**src/rtl/drive_trim_pkg.sv**
```systemverilog
package drive_trim_pkg;

  // Strobes from control to datapath
  typedef struct packed {
    logic evalTick;   // evaluation edge: sample comparators, rebuild candidates
    logic puApply;    // pull-up leg idle and no evaluation this edge
    logic pdApply;    // pull-down leg idle and no evaluation this edge
  } trimStrobe_t;

  localparam int unsigned LEG_PU = 0;
  localparam int unsigned LEG_PD = 1;
  localparam int unsigned NUM_LEGS = 2;

endpackage

```
**src/rtl/drive_trim_ctrl.sv**
```systemverilog
module drive_trim_ctrl
  import drive_trim_pkg::*;
#(
  parameter int unsigned PERIOD = 64
) (
  input  logic        clk,
  input  logic        rstN,
  input  logic        drvEn,
  input  logic        drvData,
  output trimStrobe_t strobe
);

  localparam int unsigned CNT_W = (PERIOD > 2) ? $clog2(PERIOD) : 1;
  localparam logic [CNT_W-1:0] LAST_CNT = CNT_W'(PERIOD - 1);

  logic [CNT_W-1:0] tickCnt;
  logic             atLast;

  assign atLast = (tickCnt == LAST_CNT);

  always_ff @(posedge clk) begin
    if (!rstN) begin
      tickCnt <= '0;
    end else if (atLast) begin
      tickCnt <= '0;
    end else begin
      tickCnt <= tickCnt + 1'b1;
    end
  end

  // Evaluation takes precedence; commits wait for a non-evaluation edge
  always_comb begin
    strobe.evalTick = atLast;
    strobe.puApply  = !atLast && (!drvEn || !drvData);
    strobe.pdApply  = !atLast && (!drvEn ||  drvData);
  end

endmodule

```
**src/rtl/drive_trim_leg.sv**
```systemverilog
module drive_trim_leg #(
  parameter int unsigned         CODE_W     = 4,
  parameter logic [CODE_W-1:0]   RESET_CODE = '0
) (
  input  logic              clk,
  input  logic              rstN,
  input  logic              evalTick,
  input  logic              applyOk,
  input  logic              incReq,
  input  logic              decReq,
  output logic [CODE_W-1:0] code
);

  localparam logic [CODE_W-1:0] CODE_MAX = '1;
  localparam logic [CODE_W-1:0] CODE_MIN = '0;

  logic [CODE_W-1:0] pendCode;
  logic [CODE_W-1:0] stepCode;
  logic              pendValid;

  // One saturating step from the committed code
  always_comb begin
    stepCode = code;
    if (incReq && !decReq && (code != CODE_MAX)) begin
      stepCode = code + 1'b1;
    end else if (decReq && !incReq && (code != CODE_MIN)) begin
      stepCode = code - 1'b1;
    end
  end

  always_ff @(posedge clk) begin
    if (!rstN) begin
      code      <= RESET_CODE;
      pendCode  <= RESET_CODE;
      pendValid <= 1'b0;
    end else if (evalTick) begin
      pendCode  <= stepCode;
      pendValid <= (stepCode != code);
    end else if (pendValid && applyOk) begin
      code      <= pendCode;
      pendValid <= 1'b0;
    end
  end

endmodule

```
**src/rtl/drive_trim_datapath.sv**
```systemverilog
module drive_trim_datapath
  import drive_trim_pkg::*;
#(
  parameter int unsigned CODE_W = 4
) (
  input  logic                              clk,
  input  logic                              rstN,
  input  trimStrobe_t                       strobe,
  input  logic [NUM_LEGS-1:0]               incReq,
  input  logic [NUM_LEGS-1:0]               decReq,
  output logic [NUM_LEGS-1:0][CODE_W-1:0]   codes
);

  localparam logic [CODE_W-1:0] MID_CODE = CODE_W'(1) << (CODE_W - 1);

  logic [NUM_LEGS-1:0] applyOk;

  always_comb begin
    applyOk         = '0;
    applyOk[LEG_PU] = strobe.puApply;
    applyOk[LEG_PD] = strobe.pdApply;
  end

  for (genvar g = 0; g < NUM_LEGS; g++) begin : gLeg
    drive_trim_leg #(
      .CODE_W     (CODE_W),
      .RESET_CODE (MID_CODE)
    ) uLeg (
      .clk      (clk),
      .rstN     (rstN),
      .evalTick (strobe.evalTick),
      .applyOk  (applyOk[g]),
      .incReq   (incReq[g]),
      .decReq   (decReq[g]),
      .code     (codes[g])
    );
  end

endmodule

```
**src/rtl/drive_trim_stepper.sv**
```systemverilog
module drive_trim_stepper
  import drive_trim_pkg::*;
#(
  parameter int unsigned CODE_W = 4,
  parameter int unsigned PERIOD = 64
) (
  input  logic              clk,
  input  logic              rstN,
  input  logic              drvEn,
  input  logic              drvData,
  input  logic              puIncReq,
  input  logic              puDecReq,
  input  logic              pdIncReq,
  input  logic              pdDecReq,
  output logic [CODE_W-1:0] puCode,
  output logic [CODE_W-1:0] pdCode
);

  trimStrobe_t                     strobe;
  logic [NUM_LEGS-1:0]             incReq;
  logic [NUM_LEGS-1:0]             decReq;
  logic [NUM_LEGS-1:0][CODE_W-1:0] codes;

  always_comb begin
    incReq         = '0;
    decReq         = '0;
    incReq[LEG_PU] = puIncReq;
    decReq[LEG_PU] = puDecReq;
    incReq[LEG_PD] = pdIncReq;
    decReq[LEG_PD] = pdDecReq;
  end

  drive_trim_ctrl #(.PERIOD(PERIOD)) uCtrl (
    .clk     (clk),
    .rstN    (rstN),
    .drvEn   (drvEn),
    .drvData (drvData),
    .strobe  (strobe)
  );

  drive_trim_datapath #(.CODE_W(CODE_W)) uData (
    .clk    (clk),
    .rstN   (rstN),
    .strobe (strobe),
    .incReq (incReq),
    .decReq (decReq),
    .codes  (codes)
  );

  assign puCode = codes[LEG_PU];
  assign pdCode = codes[LEG_PD];

endmodule

```
**config.mk**
```make
export PLATFORM = sky130hd
export DESIGN_NAME = drive_trim_stepper
export DESIGN_NICKNAME = d
export VERILOG_FILES = /design/src/rtl/drive_trim_pkg.sv /design/src/rtl/drive_trim_ctrl.sv /design/src/rtl/drive_trim_leg.sv /design/src/rtl/drive_trim_datapath.sv /design/src/rtl/drive_trim_stepper.sv
export SDC_FILE = /design/constraint.sdc
export NUM_CORES = 1
export LEC_CHECK = 0
export BUFFER_PORTS_ARGS = -buffer_cell sky130_fd_sc_hd__buf_2
export CAP_MARGIN = 0
export CORE_MARGIN = 5
export CORE_UTILIZATION = 40
export DETAILED_ROUTE_END_ITERATION = 10
export PLACE_DENSITY_LB_ADDON = 0.05
export SYNTH_ARGS = -nofsm -noshare
export SYNTH_HDL_FRONTEND = slang
export SYNTH_SLANG_ARGS = --single-unit
export TNS_END_PERCENT = 20
```
**constraint.sdc**
```tcl
create_clock -name clk -period 4.6 [get_ports clk]
set_clock_uncertainty 0.1 [all_clocks]
set_input_delay 0.69 -clock clk [delete_from_list [all_inputs] [get_ports clk]]
set_output_delay 0.69 -clock clk [all_outputs]
set_load 0.005 [all_outputs]
```
==> impl_metrics.env, run 1 <==
export IMPL_worstPathRequired_ns=4.71
export IMPL_track_usage_pct=13.1
export IMPL_cp_end_kind="flip-flop"
export IMPL_hold_ws_ns=0.364
export IMPL_startpoint="uCtrl.tickCnt[0]$_SDFF_PP0_"
export IMPL_hp_start="uData.gLeg[1].uLeg.pendCode[2]$_SDFFE_PN0P_"
export IMPL_grt_max_degree=24
export IMPL_grt_pass1_wl_um=4660
export IMPL_critPathLaunchType="flip-flop"
export IMPL_die_w_um=67.6
export IMPL_drv_cap=0
export IMPL_postCtsSetupBuffers=0
export IMPL_drc=0
export IMPL_postLayoutCoreUtil_pct=44.9
export IMPL_power_density_nw_per_um2=265
export IMPL_avgSynthCellArea_um2=8.96
export IMPL_r2r_start="uCtrl.tickCnt[0]$_SDFF_PP0_"
export IMPL_slew_headroom_pct=58.3
export IMPL_syn_num_nets=161
export IMPL_max_freq_mhz=542
export IMPL_dp_hpwl_um=2020
export IMPL_cts_hold_fix_buffers=0
export IMPL_synthArstFlopShare_pct=0
export IMPL_cts_sinks=24
export IMPL_place_ws_ns=2.68
export IMPL_io_pin_count=16
export IMPL_clockBufferDepth=2
export IMPL_worst_pin_slew_ns=0.623
export IMPL_grt_pass1_vias=1014
export IMPL_firstDrtPassIters=4
export IMPL_yosysUniqueCellTypes=42
export IMPL_worst_path_largest_cell_delay_ns=0.55
export IMPL_synth_area_leaders="dfxtp_1, mux2i_1, ha_1"
export IMPL_design_core_area_um2=3280
export IMPL_fin_area_um2=1480
export IMPL_std_cell_rows=21
export IMPL_r2r_slack_ns=2.76
export IMPL_ys_seq_area_share_pct=36.2
export IMPL_fin_nets=176
export IMPL_critPathMaxFanout=4
export IMPL_cp_num_buf_inv=0
export IMPL_cts_made_buffers=3
export IMPL_yosys_warnings=0
export IMPL_drt_wl_total_um=2730
export IMPL_tritoncts="yes"
export IMPL_period_share_pct=40.1
export IMPL_layout_common_cells="dfxtp_1, buf_2, nand2_1"
export IMPL_final_common_cell="dfxtp_1"
export IMPL_cpMaxStageDelayCell="o211ai_1"
export IMPL_synth_edf_count=0
export IMPL_antenna_found_initial=0
export IMPL_hold_path_class="reg -> reg"
export IMPL_netlist_area_leader_share_pct=36.2
export IMPL_syn_inst=148
export IMPL_setup_ws_ns=2.76
export IMPL_status="finished clean"
export IMPL_drt_iter0_markers=68
export IMPL_vias=1077
export IMPL_power_leakage_nw=0.635
export IMPL_rsz0062_at_grt="no"
export IMPL_initial_core_util_pct=40.4
export IMPL_setup_violations=0
export IMPL_crit_type="reg -> reg"
export IMPL_post_cts_resized=0
export IMPL_die_y_um=67.6
export IMPL_arrival_ns=1.95
export IMPL_gp_congestion=0.829
export IMPL_io_buffers=15
export IMPL_crit_path_cell_trace="ha_1 > nand4_2 > o211ai_1 > mux2i_1 > nand2_1"
export IMPL_synth_ff_type="dfxtp_1"
export IMPL_diodes=0
export IMPL_worstSkewPairLatency_ns=0.31
export IMPL_slew_viol_final=0
export IMPL_ys_ff_latch=24
export IMPL_place_area_um2=1420
export IMPL_irDropWorstVdd_mv=0.125
export IMPL_crit_family="compound AO/OA/AOI/OAI gates"
export IMPL_vias_per_cell=5.18
export IMPL_overflow=0
export IMPL_syn_cell_area_um2=1330
export IMPL_fin_crit_ns=1.84
export IMPL_drive_gt1_share_pct=17.3
export IMPL_clockRootBuffer="clkbuf_4"
export IMPL_htreeDepth=1
export IMPL_clk_pin_slew_worst_paths_ns=0.14
export IMPL_ant_nets=0
export IMPL_final_setup_tns_ns=0
export IMPL_die_area_um2=4570
export IMPL_hold_viol=0
export IMPL_areaGrowthSynthToFinish_pct=11.2
export IMPL_wl_per_cell_um=13.1
export IMPL_yosysTopAreaCell="dfxtp_1"
-- state kept, by name, indices dropped and copies added (netlist names) --
signal and flops:
uCtrl.tickCnt 6, uData.gLeg.uLeg.code 8, uData.gLeg.uLeg.pendCode 8, uData.gLeg.uLeg.pendValid 2
-- stage by stage --
step / power (mW) / instances
6_report: 0.391 / 208
5_1_grt: 0.408 / 208
4_1_cts: 0.397 / 208
3_5_place_dp: 0.242 / 204
3_3_place_gp: 0.241 / 204
2_1_floorplan: 0.233 / 148
-- kinds of logic (layout without fill, tap and decap cells) --
| logic type | count (synthesis) | after routing | share of synthesized area, % |
|---|---|---|---|
| multiplexers | 10 | 10 | 7.55 |
| AND/OR/NAND/NOR | 66 | 66 | 28.8 |
| AO/OA/AOI/OAI | 25 | 25 | 14.1 |
| flip-flops | 24 | 24 | 36.2 |
| buffers and inverters | 12 | 26 | 4.72 |
| adder cells (fa/ha/maj) | 5 | 5 | 4.72 |
| XOR/XNOR | 6 | 6 | 3.96 |
-- final cells by class --
cell class                 count  area [µm²]
clock buffer                   3        22.5
inverter                       7        26.3
sequential                    24         480
tap                           46        57.6
multi-input combinational    112         783
clock inverter                 1        30.0
timing repair buffer          15        75.1
fill                         359        1810
-- synthesized netlist by cell type, types with 3 or more instances --
| cell | instances |
|---|---|
| nand2_1 | 13 |
| nand3_1 | 10 |
| xnor2_1 | 4 |
| nor2b_1 | 9 |
| inv_1 | 7 |
| mux2i_1 | 10 |
| nand4_1 | 4 |
| ha_1 | 5 |
| a211o_2 | 3 |
| nor2_1 | 6 |
| o21ai_0 | 7 |
| dfxtp_1 | 24 |
| and2_1 | 4 |
-- path summary, 6_finish.rpt --
check / end / cells past startpoint
hold / removal: uData.gLeg[1].uLeg.pendCode[2]$_SDFFE_PN0P_ / 2
setup reg to reg: uData.gLeg[0].uLeg.code[3]$_SDFFE_PN1P_ / 5
hold reg to reg: uData.gLeg[1].uLeg.pendCode[2]$_SDFFE_PN0P_ / 2
setup / recovery: uData.gLeg[0].uLeg.code[3]$_SDFFE_PN1P_ / 5
-- worst min-delay path, cell delays in order, from the launching register on --
cell and delay, ns:
dfxtp_1 0.33, nand2_1 0.05, a21boi_1 0.05
-- report_power, final --
part / total, mW / internal (mW) / switching, mW
clock network: 0.153 / 0.0880 / 0.0654
registers: 0.212 / 0.210 / 0.00175
logic: 0.0254 / 0.0117 / 0.0137
total: 0.391 / 0.310 / 0.0808
-- per-layer routing --
metal	up-vias	global-route usage [%]	wire (µm)
li1	560	-	-
met1	505	18.0	1370
met2	10	20.4	1290
met3	2	2.16	63
met4	0	4.56	14
met5	-	0	0
Power figures use the tool's default switching activity.
==> run 2: changes to the inputs <==
- clock period: 4.6 -> 1.8 ns (I/O delays scaled with it)
==> impl_metrics.env, run 2 (same netlist as run 1, synthesis figures left out) <==
export IMPL_placed_cells=210
export IMPL_reg_top3="uData.gLeg.uLeg.code: 8 flops, uData.gLeg.uLeg.pendCode: 8 flops, uCtrl.tickCnt: 6 flops"
export IMPL_io_pin_count=16
export IMPL_cts_made_buffers=3
export IMPL_htreeDepth=1
export IMPL_antenna_found_initial=0
export IMPL_fin_crit_ns=1.68
export IMPL_r2r_end="uData.gLeg[0].uLeg.pendCode[2]$_SDFFE_PN0P_"
export IMPL_vias=1120
export IMPL_tritoncts="yes"
export IMPL_hp_start="drvEn"
export IMPL_crit_path_cell_trace="ha_1 > nand4_2 > or2_4 > a211o_2 > a21boi_1"
export IMPL_cpMaxStageDelayCell="dfxtp_1"
export IMPL_place_ws_ns=0.0189
export IMPL_drv_cap=0
export IMPL_initial_core_util_pct=40.4
export IMPL_clk_pin_slew_worst_paths_ns=0.13
export IMPL_power_leakage_nw=0.664
export IMPL_layout_common_cells="dfxtp_1, buf_2, nand2_1"
export IMPL_diodes=0
export IMPL_design_core_area_um2=3280
export IMPL_cts_sinks=24
export IMPL_io_buffers=15
export IMPL_clockBufferDepth=2
export IMPL_slew_viol_final=0
export IMPL_hold_viol=0
export IMPL_r2r_cells=5
export IMPL_grt_pass1_wl_um=4710
export IMPL_r2r_start="uCtrl.tickCnt[0]$_SDFF_PP0_"
export IMPL_period_share_pct=93.2
export IMPL_die_y_um=67.6
export IMPL_ant_nets=0
export IMPL_areaGrowthSynthToFinish_pct=14.1
export IMPL_dp_hpwl_um=2060
export IMPL_firstDrtPassIters=4
export IMPL_overflow=0
export IMPL_std_cell_rows=21
export IMPL_die_w_um=67.6
export IMPL_worstSkewPairLatency_ns=0.31
export IMPL_status="finished clean"
export IMPL_hold_end="uData.gLeg[1].uLeg.pendValid$_SDFFE_PN0P_"
export IMPL_stdcell_count=214
export IMPL_min_path_cells=3
export IMPL_rsz0062_at_grt="yes"
export IMPL_cts_hold_fix_buffers=0
export IMPL_drive_gt1_share_pct=22.0
export IMPL_gp_congestion=0.738
export IMPL_critPathMaxFanout=14
export IMPL_track_usage_pct=13.4
export IMPL_worst_pin_slew_ns=0.405
export IMPL_worst_path_largest_cell_delay_ns=0.37
export IMPL_drc=0
export IMPL_grt_max_degree=24
export IMPL_worstPathRequired_ns=1.95
export IMPL_grt_pass1_vias=1064
export IMPL_arrival_ns=1.83
export IMPL_setup_violations=0
export IMPL_die_area_um2=4570
export IMPL_r2r_slack_ns=0.12
export IMPL_power_density_nw_per_um2=585
export IMPL_n_fill_cell=337
export IMPL_wl_per_cell_um=12.8
export IMPL_final_common_cell="dfxtp_1"
export IMPL_startpoint="uCtrl.tickCnt[0]$_SDFF_PP0_"
export IMPL_clockRootBuffer="clkbuf_4"
export IMPL_irDropWorstVdd_mv=0.552
export IMPL_max_freq_mhz=596
export IMPL_slew_headroom_pct=72.9
export IMPL_drt_wl_total_um=2740
export IMPL_cp_end_kind="flip-flop"
export IMPL_crit_type="reg -> reg"
export IMPL_vias_per_cell=5.23
export IMPL_setup_ws_ns=0.122
export IMPL_drt_iter0_markers=84
export IMPL_power_total_mw=0.884
export IMPL_critPathLaunchType="flip-flop"
export IMPL_fin_nets=182
export IMPL_hold_path_class="in -> reg"
-- run 2: cell types whose count changed in the layout (fill, tap and decap cells not counted) --
cell / previous run / this run
buf_4: 0 / 6
nor3b_2: 0 / 1
clkbuf_8: 0 / 1
bufinv_16: 1 / 0
nor3b_1: 2 / 1
dfxtp_2: 0 / 1
or2_1: 1 / 0
dfxtp_1: 24 / 23
or2_4: 0 / 1
-- run 2: layout make-up --
class / instances / area [µm²] / area share [%]
Clock buffer: 4 / 36.3 / 2.40
Inverter: 7 / 26.3 / 1.74
Multi-Input combinational cell: 112 / 791 / 52.3
Sequential cell: 24 / 482 / 31.8
Tap cell: 46 / 57.6 / 3.80
Timing Repair Buffer: 21 / 120 / 7.94
-- run 2: per-stage QoR --
| step | hold slack, ns | TNS, ns | util (%) | cell area (µm²) |
|---|---|---|---|---|
| final | 0.181 | 0 | 46.1 | 1510 |
| after global routing | 0.180 | -0.00101 | 46.1 | 1510 |
| after CTS | 0.163 | 0 | 45.9 | 1510 |
| after detailed placement | 0.342 | 0 | 44.7 | 1470 |
| after global placement | 0.329 | 0 | 44.7 | 1470 |
| after floorplan | 0.308 | 0 | - | 1330 |
-- run 2: report_power, final --
part           internal [mW]  switching [mW]
logic                 0.0298          0.0344
clock network          0.123           0.156
registers              0.537         0.00432
-- run 2: per-layer routing --
metal | vias up | track usage (%) | wire, µm
li1 | 569 | - | -
met1 | 531 | 18.0 | 1340
met2 | 18 | 21.0 | 1280
met3 | 2 | 3.83 | 109
met4 | 0 | 3.04 | 17
met5 | - | 0 | 0
-- run 2: worst max-delay path by stage --
stage | end | slack [ns] | cells after the start
6_report | uData.gLeg[0].uLeg.pendCode[2]$_SDFFE_PN0P_ | 0.12 | 5
5_1_grt | uData.gLeg[0].uLeg.code[3]$_SDFFE_PN1P_ | -0.001 | 6
4_1_cts | uData.gLeg[0].uLeg.pendCode[0]$_SDFFE_PN0P_ | 0.04 | 6
3_5_place_dp | uData.gLeg[0].uLeg.pendCode[2]$_SDFFE_PN0P_ | 0.02 | 5
3_3_place_gp | uData.gLeg[0].uLeg.pendCode[2]$_SDFFE_PN0P_ | 0.08 | 5
2_1_floorplan | uData.gLeg[1].uLeg.pendCode[1]$_SDFFE_PN0P_ | 0.15 | 6
-- run 2: timing repair --
item | CTS | global route
endpoints found under the setup margin | 1 | 5
setup buffers | 0 | 0
endpoints found under the hold margin | 0 | 0
resized for setup | 1 | 2
cloned | 0 | 0
-- run 2: critical path: cells and delay by family, from the launching register on --
kind / cells / cell delay (ns)
fa+ha+maj: 1 / 0.22
flops: 1 / 0.37
simple gates: 2 / 0.51
compound gates: 2 / 0.41
